==> config.mk <==
export PLATFORM = sky130hd
export DESIGN_NAME = oneshot_timer
export DESIGN_NICKNAME = d
export VERILOG_FILES = /design/src/rtl/oneshot_pkg.sv /design/src/rtl/trig_sync.sv /design/src/rtl/rise_detect.sv /design/src/rtl/pulse_core.sv /design/src/rtl/oneshot_timer.sv
export SDC_FILE = /design/constraint.sdc
export NUM_CORES = 1
export LEC_CHECK = 0
export BUFFER_PORTS_ARGS = -buffer_cell sky130_fd_sc_hd__buf_4
export CORE_AREA = 2 2 53 55
export DETAILED_ROUTE_END_ITERATION = 12
export DIE_AREA = 0 0 55 57
export PLACE_DENSITY = 0.48
export SYNTH_ARGS = -nofsm -noshare
export SYNTH_HDL_FRONTEND = slang
export SYNTH_HIERARCHICAL = 1
export SYNTH_SLANG_ARGS = --single-unit
==> constraint.sdc <==
create_clock -name clk_i -period 5.81 [get_ports clk_i]
set_input_delay 1.162 -clock clk_i [delete_from_list [all_inputs] [get_ports clk_i]]
set_output_delay 1.162 -clock clk_i [all_outputs]
set_load 0.03 [all_outputs]
==> src/rtl/oneshot_pkg.sv <==
package oneshot_pkg;

    // Controller states of the one-shot
    typedef enum logic {
        ST_IDLE   = 1'b0,
        ST_ACTIVE = 1'b1
    } os_state_e;

endpackage

==> src/rtl/trig_sync.sv <==
// Multi-stage synchronizer: the asynchronous input drives only the first flop.
module trig_sync #(
    parameter int STAGES = 2
) (
    input  logic clk_i,
    input  logic rst_i,
    input  logic async_i,
    output logic sync_o
);

    logic [STAGES-1:0] chain_q;

    generate
        for (genvar s = 0; s < STAGES; s++) begin : g_stage
            if (s == 0) begin : g_first
                always_ff @(posedge clk_i) begin
                    if (rst_i) chain_q[0] <= 1'b0;
                    else       chain_q[0] <= async_i;
                end
            end else begin : g_next
                always_ff @(posedge clk_i) begin
                    if (rst_i) chain_q[s] <= 1'b0;
                    else       chain_q[s] <= chain_q[s-1];
                end
            end
        end
    endgenerate

    assign sync_o = chain_q[STAGES-1];

endmodule

==> src/rtl/rise_detect.sv <==
// Registered rising-edge detector on an already synchronized level.
module rise_detect (
    input  logic clk_i,
    input  logic rst_i,
    input  logic level_i,
    output logic rise_o
);

    logic level_q;

    always_ff @(posedge clk_i) begin
        if (rst_i) level_q <= 1'b0;
        else       level_q <= level_i;
    end

    assign rise_o = level_i & ~level_q;

endmodule

==> src/rtl/pulse_core.sv <==
// Two-state controller with a down-counter that terminates on constant zero.
module pulse_core
    import oneshot_pkg::*;
#(
    parameter int CNT_W = 8
) (
    input  logic             clk_i,
    input  logic             rst_i,
    input  logic             start_i,
    input  logic [CNT_W-1:0] delay_i,
    output logic             pulse_o
);

    localparam logic [CNT_W-1:0] CNT_ZERO = '0;
    localparam logic [CNT_W-1:0] CNT_ONE  = {{(CNT_W-1){1'b0}}, 1'b1};

    os_state_e        state_q, state_d;
    logic [CNT_W-1:0] cnt_q;
    logic             load_en, dec_en;

    // State register
    always_ff @(posedge clk_i) begin
        if (rst_i) state_q <= ST_IDLE;
        else       state_q <= state_d;
    end

    // Transitions: fire (IDLE->ACTIVE), expire (ACTIVE->IDLE)
    always_comb begin
        state_d = state_q;
        load_en = 1'b0;
        dec_en  = 1'b0;
        unique case (state_q)
            ST_IDLE: begin
                if (start_i && (delay_i != CNT_ZERO)) begin
                    state_d = ST_ACTIVE;
                    load_en = 1'b1;
                end
            end
            ST_ACTIVE: begin
                if (cnt_q == CNT_ZERO) state_d = ST_IDLE;
                else                   dec_en  = 1'b1;
            end
            default: state_d = ST_IDLE;
        endcase
    end

    // Down-counter
    always_ff @(posedge clk_i) begin
        if (rst_i)        cnt_q <= CNT_ZERO;
        else if (load_en) cnt_q <= delay_i - CNT_ONE;
        else if (dec_en)  cnt_q <= cnt_q - CNT_ONE;
    end

    // Output decode
    always_comb begin
        pulse_o = (state_q == ST_ACTIVE);
    end

endmodule

==> src/rtl/oneshot_timer.sv <==
module oneshot_timer #(
    parameter int CNT_W       = 8,
    parameter int SYNC_STAGES = 2
) (
    input  logic             clk_i,
    input  logic             rst_i,
    input  logic             trig_i,
    input  logic [CNT_W-1:0] delay_i,
    output logic             pulse_o
);

    logic trig_sync;
    logic trig_rise;

    trig_sync #(.STAGES(SYNC_STAGES)) sync_u (
        .clk_i   (clk_i),
        .rst_i   (rst_i),
        .async_i (trig_i),
        .sync_o  (trig_sync)
    );

    rise_detect edge_u (
        .clk_i   (clk_i),
        .rst_i   (rst_i),
        .level_i (trig_sync),
        .rise_o  (trig_rise)
    );

    pulse_core #(.CNT_W(CNT_W)) core_u (
        .clk_i   (clk_i),
        .rst_i   (rst_i),
        .start_i (trig_rise),
        .delay_i (delay_i),
        .pulse_o (pulse_o)
    );

endmodule

==> flow_summary.json <==
{
  "hpwl_um": 1560,
  "grt-ovfl-total": 0,
  "reg2reg_from": "sync_u/sync_o$_SDFF_PP0_",
  "syn_to_final_growth_pct": 16.6,
  "final.min_clock_period_ns": 3.36,
  "dieArea_um2": 3140,
  "nFillCells": 291,
  "syn_avg_cell_area_um2": 8.42,
  "synth_area_um2": 851,
  "reg2regPathDepth": 9,
  "crit_start": "delay_i[5]",
  "final_cell_mix": "nor2_1 (12), dfxtp_1 (12), buf_4 (11), nor3_1 (6)",
  "cts.sinks": 12,
  "clk_pin_slew_ns": 0.08,
  "post_cts_resized": 0,
  "synth.distinct_cells": 47,
  "cp_slowest_cell": "or4_4",
  "hold_violations": 0,
  "skew_ns": 0.00421,
  "power_density_nw_per_um2": 237,
  "post-place-ws_ns": 2.18,
  "first_global_vias": 825,
  "maxSlewHeadroom": 0.452,
  "rsz0062_at_grt": "false",
  "ctsRootBufferMaster": "clkbuf_4",
  "fin_setup_tns_ns": 0,
  "dr.pass1.iters": 4,
  "fmax_ghz": 0.298,
  "yosysWarnings": 6,
  "antenna_found_initial": 0,
  "grt_usage": 0.163,
  "placed_cell_area_um2": 956,
  "slew_violations": 0,
  "yosysSeqAreaShare": 0.282,
  "hold_ws_ns": 0.453,
  "synth-seq-cells": 12,
  "port_buffers": 11,
  "seqCellArea_um2": 240,
  "final.setup.worst_slack_ns": 2.45,
  "multi_input_area_um2": 587,
  "yosys_most_used_dff": "dfxtp_1",
  "irDropWorstVdd_mv": 0.154,
  "cts_buffers": 3,
  "post-route-util": 0.379,
  "post-route-drc-count": 0,
  "pin_count": 12,
  "max_stage_delay_ns": 0.54,
  "cp-end-kind": "register",
  "die_w_um": 55,
  "antenna_cells": 0,
  "cp.required_ns": 6.00,
  "wl_um": 2160,
  "cp-endpoint": "core_u/cnt_q[6]$_SDFFE_PP0P_",
  "vias": 817,
  "drt_iter0_drc": 31,
  "ant_nets": 0,
  "ys_async_sr_fraction": 0,
  "core.rowCount": 19,
  "synth_edf_count": 0,
  "clock_insertion_delay_worst_skew_ns": 0.28,
  "cp-start-kind": "input port",
  "h-tree-depth": 1,
  "layout-drive-gt1-share": 0.265,
  "clock_path_buffers": 2,
  "crit_type": "in2reg",
  "start_util": 0.325,
  "fin_area_um2": 992,
  "rr_endpoint": "core_u/cnt_q[6]$_SDFFE_PP0P_",
  "final_net_count": 126,
  "arrival_ns": 3.55,
  "synth_cells": 101,
  "hp-class": "reg2reg",
  "coreArea_um2": 2620,
  "status": "finished, final reports clean",
  "syn_nets": 113,
  "cp_max_fo": 12,
  "postCtsHoldBufs": 0,
  "via_per_inst": 5.67,
  "cts_tree": "yes",
  "die_height_um": 57,
  "gp_congestion": 0.868,
  "r2r_setup_slack_ns": 2.98,
  "grt_max_degree": 15,
  "max-cap-violations": 0,
  "grt_first_pass_wirelength_um": 3740,
  "setup_viol": 0,
  "period_share": 0.578,
  "crit_chain": "buf_4 -> or4_4 -> o21ai_2 -> mux2i_1 -> ha_1 -> nand2_1 -> nor3_4 -> xnor2_1 -> a221oi_2",
  "worst_pin_slew_ns": 0.821,
  "cts_setup_buffers": 0,
  "p_leak_nw": 0.338,
  "wl_per_cell_um": 15.0
}
[how the worst min path moves through the flow]
stage | end | slack [ns] | cells after the start | startpoint
after floorplan | sync_u/sync_o$_SDFF_PP0_ | 0.41 | 1 | sync_u/chain_q[0]$_SDFF_PP0_
after global placement | sync_u/sync_o$_SDFF_PP0_ | 0.43 | 1 | sync_u/chain_q[0]$_SDFF_PP0_
after detailed placement | sync_u/sync_o$_SDFF_PP0_ | 0.44 | 1 | sync_u/chain_q[0]$_SDFF_PP0_
after CTS | sync_u/sync_o$_SDFF_PP0_ | 0.46 | 1 | sync_u/chain_q[0]$_SDFF_PP0_
after global routing | sync_u/sync_o$_SDFF_PP0_ | 0.47 | 1 | sync_u/chain_q[0]$_SDFF_PP0_
final | sync_u/sync_o$_SDFF_PP0_ | 0.45 | 1 | sync_u/chain_q[0]$_SDFF_PP0_
[cell usage after synthesis, types with 2 or more instances]
library cell  instances  area share
o21ai_0               5       0.029
or4_4                 3       0.040
dfxtp_1              12        0.28
nor4_1                2       0.015
a21oi_1               5       0.029
nor2b_4               2       0.032
nand2_1               5       0.022
inv_1                 2      0.0088
nor2b_1               4       0.029
xnor2_1               2       0.021
nor2_1               12       0.053
a221oi_1              2       0.021
mux2i_1               2       0.024
nand2b_1              2       0.015
nor3_1                6       0.035
a22oi_1               2       0.018
nand3_1               3       0.018
[layer usage]
layer	vias to the layer above	wire, um	global-route usage
met2	20	986	0.260
met1	379	1030	0.212
met5	-	0	0
met3	6	92	0.0314
li1	412	-	-
met4	0	53	0.0662
[report_power, final]
part	internal, mW	total [mW]	switching [mW]
combinational	0.0308	0.0705	0.0397
sequential	0.0883	0.0960	0.00770
clock	0.0381	0.0684	0.0303
[metrics by stage]
stage / power, mW / cells
global placement: 0.168 / 140
floorplan: 0.146 / 101
global route: 0.253 / 144
detailed placement: 0.167 / 140
finish: 0.235 / 144
CTS: 0.238 / 144
[cell families (layout without fill, tap and decap cells)]
logic type,after synthesis,after routing,share of synthesized area
AND/OR/NAND/NOR,50,50,0.369
AO/OA/AOI/OAI,28,28,0.249
flip-flops,12,12,0.282
buffers and inverters,5,17,0.0279
multiplexers,3,3,0.0368
XOR/XNOR,2,2,0.0206
adder cells (fa/ha/maj),1,1,0.0147
[cell type report]
type | instances | share of cell area
clock buffer | 4 | 0.0366
inverter | 2 | 0.00757
multi-input combinational | 84 | 0.591
sequential | 12 | 0.242
tap | 31 | 0.0391
timing repair buffer | 11 | 0.0832
[flip-flops by register name (all words and copies together) (netlist names)]
name            flops
core_u/cnt_q        8
core_u/pulse_o      1
edge_u/level_q      1
sync_u/chain_q      1
sync_u/sync_o       1
[worst max-delay path, delay by kind of cell]
kind	cells	cell delay, ns
simple gates	3	0.88
compound gates	2	0.71
mux	1	0.26
xor+xnor	1	0.10
buf+inv	1	0.13
fa+ha+maj	1	0.30
(Power assumes the default switching activity.)
